==> config.mk <==
export PLATFORM = sky130hd
export DESIGN_NAME = ahb_rr_arbiter
export DESIGN_NICKNAME = d
export VERILOG_FILES = /design/src/rtl/arb_pkg.sv /design/src/rtl/arb_ctrl.sv /design/src/rtl/arb_split_mask.sv /design/src/rtl/arb_rr_pick.sv /design/src/rtl/ahb_rr_arbiter.sv
export SDC_FILE = /design/constraint.sdc
export NUM_CORES = 1
export LEC_CHECK = 0
export CAP_MARGIN = 20
export CORE_MARGIN = 2
export CORE_UTILIZATION = 55
export CTS_CLUSTER_SIZE = 25
export DETAILED_ROUTE_END_ITERATION = 12
export PLACE_DENSITY = 0.8
export SLEW_MARGIN = 10
export SYNTH_ARGS = -nofsm -noshare
export SYNTH_HDL_FRONTEND = slang
export SYNTH_HIERARCHICAL = 1
export SYNTH_SLANG_ARGS = --single-unit
==> constraint.sdc <==
create_clock -name clk -period 9.4 [get_ports clk]
set_clock_uncertainty 0.05 [all_clocks]
set_input_delay 0.94 -clock clk [delete_from_list [all_inputs] [get_ports clk]]
set_output_delay 0.94 -clock clk [all_outputs]
set_load 0.03 [all_outputs]
==> src/rtl/arb_pkg.sv <==
package arb_pkg;
  localparam int BEAT_W = 5;

  typedef enum logic [1:0] {
    ST_START = 2'b00,
    ST_CHECK = 2'b01,
    ST_BURST = 2'b11
  } ctrl_st_e;

  localparam logic [1:0] TR_IDLE  = 2'b00;
  localparam logic [1:0] TR_NSEQ  = 2'b10;
  localparam logic [1:0] TR_SEQ   = 2'b11;
  localparam logic [1:0] RSP_SPLT = 2'b11;

  function automatic logic [BEAT_W-1:0] beats_of(input logic [2:0] kind);
    case (kind[2:1])
      2'b01:   beats_of = BEAT_W'(4);
      2'b10:   beats_of = BEAT_W'(8);
      2'b11:   beats_of = BEAT_W'(16);
      default: beats_of = BEAT_W'(1);
    endcase
  endfunction
endpackage

==> src/rtl/arb_ctrl.sv <==
module arb_ctrl
  import arb_pkg::*;
(
  input  logic       clk,
  input  logic       rst_n,
  input  logic [1:0] htrans,
  input  logic [2:0] hburst,
  input  logic       hready,
  output logic       live,
  output logic       xfer_end
);
  ctrl_st_e          st_q, st_d;
  logic [BEAT_W-1:0] cnt_q, len, beats_now;
  logic              at_end;

  assign len       = beats_of(hburst);
  assign beats_now = (htrans == TR_NSEQ) ? BEAT_W'(1) : cnt_q + BEAT_W'(1);
  assign at_end    = (htrans == TR_IDLE) || (htrans[1] && (beats_now >= len));
  assign live      = (st_q != ST_START);
  assign xfer_end  = live && at_end;

  always_comb begin
    st_d = st_q;
    case (st_q)
      ST_START: st_d = ST_CHECK;
      ST_CHECK: if (hready && htrans[1] && !at_end) st_d = ST_BURST;
      ST_BURST: if (hready && at_end) st_d = ST_CHECK;
      default:  st_d = ST_START;
    endcase
  end

  always_ff @(posedge clk or negedge rst_n) begin
    if (!rst_n) begin
      st_q  <= ST_START;
      cnt_q <= '0;
    end else begin
      st_q <= st_d;
      if (!live) cnt_q <= '0;
      else if (hready) begin
        if (at_end)                cnt_q <= '0;
        else if (htrans == TR_NSEQ) cnt_q <= BEAT_W'(1);
        else if (htrans == TR_SEQ)  cnt_q <= cnt_q + BEAT_W'(1);
      end
    end
  end
endmodule

==> src/rtl/arb_split_mask.sv <==
module arb_split_mask #(
  parameter int NUM_M = 16,
  localparam int ID_W = $clog2(NUM_M)
) (
  input  logic             clk,
  input  logic             rst_n,
  input  logic             hit,
  input  logic [ID_W-1:0]  owner,
  input  logic [NUM_M-1:0] resume,
  output logic [NUM_M-1:0] blocked
);
  logic [NUM_M-1:0] mask_q;

  for (genvar i = 0; i < NUM_M; i++) begin : g_bit
    if (i == 0) begin : g_dflt
      assign mask_q[i] = 1'b0;
    end else begin : g_reg
      always_ff @(posedge clk or negedge rst_n) begin
        if (!rst_n)                            mask_q[i] <= 1'b0;
        else if (hit && owner == ID_W'(i))     mask_q[i] <= 1'b1;
        else if (resume[i])                    mask_q[i] <= 1'b0;
      end
    end
    assign blocked[i] = mask_q[i] & ~resume[i];
  end
endmodule

==> src/rtl/arb_rr_pick.sv <==
module arb_rr_pick #(
  parameter int NUM_M = 16,
  localparam int ID_W = $clog2(NUM_M)
) (
  input  logic [NUM_M-1:0] elig,
  input  logic [ID_W-1:0]  start,
  output logic             any,
  output logic [ID_W-1:0]  win
);
  always_comb begin
    any = 1'b0;
    win = '0;
    for (int k = 0; k < NUM_M; k++) begin
      logic [ID_W:0] j;
      j = {1'b0, start} + (ID_W+1)'(k);
      if (j >= (ID_W+1)'(NUM_M)) j = j - (ID_W+1)'(NUM_M);
      if (!any && elig[j[ID_W-1:0]]) begin
        any = 1'b1;
        win = j[ID_W-1:0];
      end
    end
  end
endmodule

==> src/rtl/ahb_rr_arbiter.sv <==
module ahb_rr_arbiter
  import arb_pkg::*;
#(
  parameter int NUM_M = 16,
  localparam int ID_W = $clog2(NUM_M)
) (
  input  logic             clk,
  input  logic             rst_n,
  input  logic [NUM_M-1:0] req,
  input  logic [NUM_M-1:0] lock,
  input  logic [1:0]       htrans,
  input  logic [2:0]       hburst,
  input  logic             hready,
  input  logic [1:0]       hresp,
  input  logic [NUM_M-1:0] hsplit,
  output logic [NUM_M-1:0] grant,
  output logic [ID_W-1:0]  master_id,
  output logic             mastlock
);
  logic [ID_W-1:0]  owner_q, ptr_q, win, next_id;
  logic [NUM_M-1:0] blocked, cut, elig;
  logic             arb_live, xfer_end, split_now, any, go, lock_q;

  arb_ctrl u_ctrl (
    .clk(clk), .rst_n(rst_n), .htrans(htrans), .hburst(hburst),
    .hready(hready), .live(arb_live), .xfer_end(xfer_end)
  );

  assign split_now = hready && (hresp == RSP_SPLT);

  arb_split_mask #(.NUM_M(NUM_M)) u_mask (
    .clk(clk), .rst_n(rst_n), .hit(split_now), .owner(owner_q),
    .resume(hsplit), .blocked(blocked)
  );

  for (genvar i = 0; i < NUM_M; i++) begin : g_cut
    if (i == 0) begin : g_zero
      assign cut[i] = 1'b0;
    end else begin : g_own
      assign cut[i] = split_now && (owner_q == ID_W'(i));
    end
  end

  assign elig = req & ~blocked & ~cut;

  arb_rr_pick #(.NUM_M(NUM_M)) u_pick (
    .elig(elig), .start(ptr_q), .any(any), .win(win)
  );

  assign go      = hready && arb_live && (split_now || (xfer_end && !lock[owner_q]));
  assign next_id = go ? (any ? win : '0) : owner_q;

  always_ff @(posedge clk or negedge rst_n) begin
    if (!rst_n) begin
      owner_q <= '0;
      ptr_q   <= ID_W'(1);
      lock_q  <= 1'b0;
    end else begin
      if (go) begin
        owner_q <= next_id;
        ptr_q   <= (next_id == ID_W'(NUM_M-1)) ? '0 : next_id + ID_W'(1);
      end
      if (hready) lock_q <= lock[next_id];
    end
  end

  for (genvar i = 0; i < NUM_M; i++) begin : g_gnt
    assign grant[i] = (owner_q == ID_W'(i));
  end

  assign master_id = owner_q;
  assign mastlock  = lock_q;
endmodule

== Yosys cells after proc, flatten, opt, wreduce, memory -nomap -nowiden ==
Index checks and enable logic that the tools add are counted.

* Flip-flop bits (word level): 31
* Input bits: 58
* Output and inout bits: 21
* Word-level logic and storage cells: 356

* Add/subtract/negate cells: 33
* Magnitude comparators: 35
* Equality and inequality tests: 28
* Multiplexer cells: 127
* Bitwise gates (word level): 34
* Reduce and logical (&&, ||, !) cells: 79

{| class="wikitable"
|+ Operator list
! cell !! count
|-
| 4-bit 2-to-1 mux || 35
|-
| 4-bit by 5-bit less-than comparator with 1-bit output, second input constant || 18
|-
| 5-bit >= comparator, second input constant || 15
|-
| 1-bit binary-select mux with 4-bit select || 18
|-
| 1-bit 2-to-1 mux || 64
|-
| 4-bit by 1-bit subtractor with 4-bit output, second input constant || 16
|-
| 4-bit by 4-bit adder with 5-bit output, second input constant || 8
|-
| 1-bit logical AND || 39
|-
| 4-bit equality test, second input constant || 9
|-
| 16-bit AND || 2
|-
| 16-bit NOT || 2
|-
| 2-bit nonzero test || 16
|-
| 5-bit 2-to-1 mux || 6
|-
| 4-bit by 3-bit adder with 5-bit output, second input constant || 4
|-
| 1-bit zero test || 17
|-
| 4-bit by 3-bit equality test with 1-bit output, second input constant || 4
|-
| 1-bit AND || 15
|-
| 1-bit NOT || 15
|-
| 5-bit case mux with 3 select lines || 1
|-
| 2-bit equality test, second input constant || 6
|-
| 4-bit by 2-bit adder with 5-bit output, second input constant || 2
|-
| 4-bit by 2-bit equality test with 1-bit output, second input constant || 2
|-
| 2-bit case mux with 3 select lines || 1
|-
| 4-bit by 1-bit adder with 5-bit output, second input constant || 1
|-
| other kinds (14) || 20
|}

== Logic depth before layout (Yosys ltp) ==
* Depth in word-level cells: 57
* Depth in mapped cells: 25
* Gate-level depth less buffers: 21

== Hierarchy ==
The synthesis kept the hierarchy.

{| class="wikitable"
|+ Modules (own cells, without submodules)
! module !! instances !! cells an instance !! area each (µm²) !! sequential area each (µm²)
|-
| arb_rr_pick || 1 || 280 || 2472.4 || 0.0
|-
| ahb_rr_arbiter || 1 || 167 || 1228.7 || 226.5
|-
| arb_split_mask || 1 || 55 || 644.4 || 375.4
|-
| arb_ctrl || 1 || 55 || 544.3 || 175.2
|}

== Worst setup path before layout ==
OpenSTA, ideal clock, no wires.

* Path type: flip-flop to flip-flop
* Start point: reg ptr_q[1]
* End point: reg lock_q, in the netlist mastlock
* Library setup time: 0.140 ns
* Data arrival time: 5.710 ns
* Data required time: 9.210 ns
* Slack: 3.500 ns
* Stages on the path, launching flop included: 21
* Buffers on the path: 5
* Period minus slack after synthesis: 5.900 ns
* Cell sequence: dfrtp_1 clkbuf_1 clkbuf_1 clkinv_1 ha_1 buf_2 clkbuf_1 mux4_2 mux4_2 nor3_4 nand3_2 or4_1 buf_2 o22a_1 o21a_1 nand2_1 inv_1 mux2i_1 mux2_4 a221oi_2 o221ai_1

* Longest elaborated chain between the ends: 54
* Elaborated cells on any way between the ends: 161
* Those cells by class: 31 x add/sub; 16 x order compare; 84 x mux; 30 x reduce/logical

{| class="wikitable"
|+ Ends and longest elaborated chain
! what !! RTL line !! text
|-
| start: declaration || ahb_rr_arbiter.sv:20 || <nowiki>logic [ID_W-1:0] owner_q, ptr_q, win, next_id;</nowiki>
|-
| start signal: assignment || ahb_rr_arbiter.sv:61 || <nowiki>ptr_q <= (next_id == ID_W'(NUM_M-1)) ? '0 : next_id + ID_W'(1);</nowiki>
|-
| parallel branches: the longest is 49 deep, another holds 4-bit by 1-bit adder with 5-bit output || - ||
|-
| 4-bit 2-to-1 mux * || arb_rr_pick.sv:17 || <nowiki>if (!any && elig[j[ID_W-1:0]]) begin</nowiki>
|-
| net win[2] || ahb_rr_arbiter.sv:20 ||
|-
| 4-bit 2-to-1 mux * (2 in series) || ahb_rr_arbiter.sv:51 || <nowiki>assign next_id = go ? (any ? win : '0) : owner_q;</nowiki>
|-
| 1-bit binary-select mux with 4-bit select * || ahb_rr_arbiter.sv:63 || <nowiki>if (hready) lock_q <= lock[next_id];</nowiki>
|-
| 1-bit 2-to-1 mux (implied by the code) * || ahb_rr_arbiter.sv:63 ||
|-
| end signal: assignment || ahb_rr_arbiter.sv:63 ||
|-
| end: declaration || ahb_rr_arbiter.sv:22 || <nowiki>logic arb_live, xfer_end, split_now, any, go, lock_q;</nowiki>
|}

Mark *: on every way through the listed nets, which the timed path passes. The select of a mux whose other input is x is not followed.
A chain may end at the register's enable or synchronous reset.

== Worst setup path in the final report ==
* Start point: in hready
* End point: reg lock_q, in the netlist mastlock

* Longest elaborated chain between the ends: 56
* Elaborated cells on any way between the ends: 119
* Those cells by class: 68 x mux; 2 x bitwise; 49 x reduce/logical

{| class="wikitable"
|+ Ends and longest elaborated chain
! what !! RTL line !! text
|-
| start: declaration || ahb_rr_arbiter.sv:13 || <nowiki>input logic hready,</nowiki>
|-
| 1-bit logical AND * || ahb_rr_arbiter.sv:29 || <nowiki>assign split_now = hready && (hresp == RSP_SPLT);</nowiki>
|-
| 1-bit logical AND * || ahb_rr_arbiter.sv:40 || <nowiki>assign cut[i] = split_now && (owner_q == ID_W'(i));</nowiki>
|-
| 16-bit NOT * || ahb_rr_arbiter.sv:44 || <nowiki>assign elig = req & ~blocked & ~cut;</nowiki>
|-
| 16-bit AND * || ahb_rr_arbiter.sv:44 ||
|-
| net elig[12] || ahb_rr_arbiter.sv:21 || <nowiki>logic [NUM_M-1:0] blocked, cut, elig;</nowiki>
|-
| 1-bit binary-select mux with 4-bit select || arb_rr_pick.sv:17 ||
|-
| 1-bit 2-to-1 mux (implied by the code) || arb_rr_pick.sv:17 ||
|-
| 1-bit 2-to-1 mux || arb_rr_pick.sv:17 ||
|-
| (+41 left out) || - ||
|-
| 1-bit 2-to-1 mux || arb_rr_pick.sv:17 ||
|-
| 1-bit zero test || arb_rr_pick.sv:17 ||
|-
| 1-bit logical AND || arb_rr_pick.sv:17 ||
|-
| 4-bit 2-to-1 mux * || arb_rr_pick.sv:17 ||
|-
| net win[2] || ahb_rr_arbiter.sv:20 ||
|-
| 4-bit 2-to-1 mux * (2 in series) || ahb_rr_arbiter.sv:51 ||
|-
| 1-bit binary-select mux with 4-bit select * || ahb_rr_arbiter.sv:63 ||
|-
| 1-bit 2-to-1 mux (implied by the code) * || ahb_rr_arbiter.sv:63 ||
|}

Mark *: on every way through the listed nets, which the timed path passes. The rest lies on a longest branch. The select of a mux whose other input is x is not followed.

==> flow_summary.ini <==
[worst_setup_path]
crit_required_ns = 9.49
crit_fanout = 12
slowest_stage = clkdlybuf4s50_1
crit_path_cell_trace = clkdlybuf4s50_1 -> nand3_1 -> nor3_1 -> a311oi_1 -> mux4_1 -> mux4_2 -> nor2_2 -> nor4b_4 -> nand3_2 -> or4_1 -> o22a_1 -> o21a_1 -> nand2_1 -> inv_1 -> mux2i_1 -> mux2_4 -> a221oi_2 -> o221ai_1
end_kind = flop
crit_arrival_ns = 7.38
worstSetupPathType = in2reg
critPathLaunchType = input pin
slowest_delay_ns = 0.73

[global_route]
grt_max_degree = 40
overflow = 0
globalRouteTotalUtil = 0.3102
grt_pass1_vias = 5040
grt_pass1_wl_um = 24740
antenna_found_initial = 0

[logic_synthesis]
synth.largest_area_cell = dfrtp_1
yosysSeqAreaShare = 0.1589
synth-main-ff-cell = dfrtp_1
ys_warn_count = 6
async_flop_share = 1.000
syn_nets = 628
ys_types = 87
synth_edf_count = 0
ys_ff_latch = 31
synth_top_area_share = 0.1535
netlist_area_sq_um = 4890
synth_area_leaders = dfrtp_1 15%, mux4_2 13%, mux2i_1 6.8%
synth.most_common_cell = nand2_1
syn_inst = 557
ys_top_cells_by_count = 45 x nand2_1, 39 x nor2_1, 33 x mux2i_1
syn_area_per_cell_sq_um = 8.779

[clock_tree]
cts_hold_buf = 0
cts-buffers-inserted = 5
cts_setup_buffers = 0
htree_levels = 2
clock_latency_ns = 0.29
ctsResizeCount = 0
root_buffer = clkbuf_8
cts.sinks = 31
clock_path_buffers = 2
cts_tree = yes
path_clk_slew_ns = 0.07

[floorplanning]
die_h_um = 98.29
start_util = 0.5634
ios = 79
die_area_sq_um = 9661
row_count = 34
core-area_sq_um = 8678
die_x_um = 98.29

[final_layout]
area_growth_pct = 18.45
diodes = 0
drive_above_1_share = 0.1452
n_fill_cell = 708
nets = 690

[timing]
hold_violations = 0
setup_tns_ns = 0
fin_crit_sh = 0.7753
slew_headroom = 0.3296
setup_viol = 0
max_slew.worst_pin.slew_ns = 1.006
finalMaxSlewViolations = 0
rsz0062_at_grt = false
period_needed_ns = 7.288
timing.fmax_mhz = 137.2

[run_status]
status = completed

[min_path]
min_path_type = reg2reg

[routing]
ant_nets = 0
avgRoutedWirePerCell_um = 20.04
vias_per_cell = 6.754
routed_wl_um = 14590
drt_first_pass_iters = 4
drtIter0Drc = 389
num_vias = 4917
drc = 0

[place]
place_hpwl_um = 11160
place_congestion = 0.9727
portBuffers = 76

[job]
max_cap_viol_count = 0
-- path summary, 6_finish.rpt --
path                                      from  cells after the start               to  slack, ns
worst min register to register  u_ctrl/st_q[1]                      1   u_ctrl/st_q[0]       0.42
worst min-delay path            u_ctrl/st_q[1]                      1   u_ctrl/st_q[0]       0.42
min in group asynchronous                rst_n                      2  u_ctrl/cnt_q[4]       0.99
worst max register to register    master_id[0]                     17         mastlock       2.79
max in group asynchronous                rst_n                      2         ptr_q[0]       7.99
worst max-delay path                    hready                     18         mastlock       2.11
-- logic make-up after synthesis --
logic type               count (synthesis)  share of synthesized area
adder cells (fa/ha/maj)                 13                    0.03327
AND/OR/NAND/NOR                        224                     0.2467
XOR/XNOR                                14                    0.02661
other                                    1                  0.0007669
multiplexers                            89                     0.2764
AO/OA/AOI/OAI                          141                     0.2160
flip-flops                              31                     0.1589
buffers and inverters                   44                    0.04145
-- sequential cells by signal, indices dropped and copies added, names as in the netlist --
signal / flops
u_mask/mask_q: 15
u_ctrl/cnt_q: 5
master_id: 4
ptr_q: 4
u_ctrl/st_q: 2
mastlock: 1
-- layout by cell type, fill, tap and decap left out, types with 13 or more instances in the layout --
cell	synthesis	final
inv_1	17	17
nor2b_1	23	23
ha_1	13	13
nand3_1	27	27
mux2i_1	33	33
mux2_2	22	22
nor2_1	39	39
dfrtp_1	30	30
a21oi_1	26	26
nand2_1	45	45
o21ai_0	20	20
mux4_2	29	29
o21bai_1	15	15
nand2b_1	31	31
clkdlybuf4s50_1	0	76
-- cell type report --
class / instances / area (sq um) / share of cell area
clock inverters: 1 / 7.507 / 0.001296
multi-input cells: 482 / 3910 / 0.6751
well taps: 108 / 135.1 / 0.02333
clock buffers: 7 / 96.34 / 0.01663
repair buffers: 81 / 798.3 / 0.1378
inverters: 18 / 67.56 / 0.01167
flip-flops and latches: 31 / 777.0 / 0.1342
-- per-stage QoR --
stage                       util  setup WS (ns)  instance area [sq um]  instances  hold slack, ns
after global placement    0.6554          2.096                   5688        720          0.3898
after CTS                 0.6674          2.163                   5792        728          0.4120
final                     0.6674          2.112                   5792        728          0.4152
after global routing      0.6674          1.697                   5792        728          0.4628
after detailed placement  0.6554          1.904                   5688        720          0.4007
after floorplan                -          3.500                   4890        557          0.3764
-- critical path, delay by kind of cell --
| family | cells | cell delay (ns) |
|---|---|---|
| compound gates | 5 | 1.08 |
| mux | 4 | 2.00 |
| buf+inv | 2 | 0.80 |
| simple gates | 7 | 2.55 |
-- metal layers --
layer  vias to the layer above  share of wire  GRT usage
li1                       2253              -          -
met1                      2354           0.44     0.4237
met2                       266           0.46     0.5018
met3                        44          0.070    0.04080
met4                         0          0.031     0.1233
met5                         -              0          0
Power is left out: the tool's default activity adds up to more than one toggle a clock period on the data nets, which glitch-free logic cannot reach.
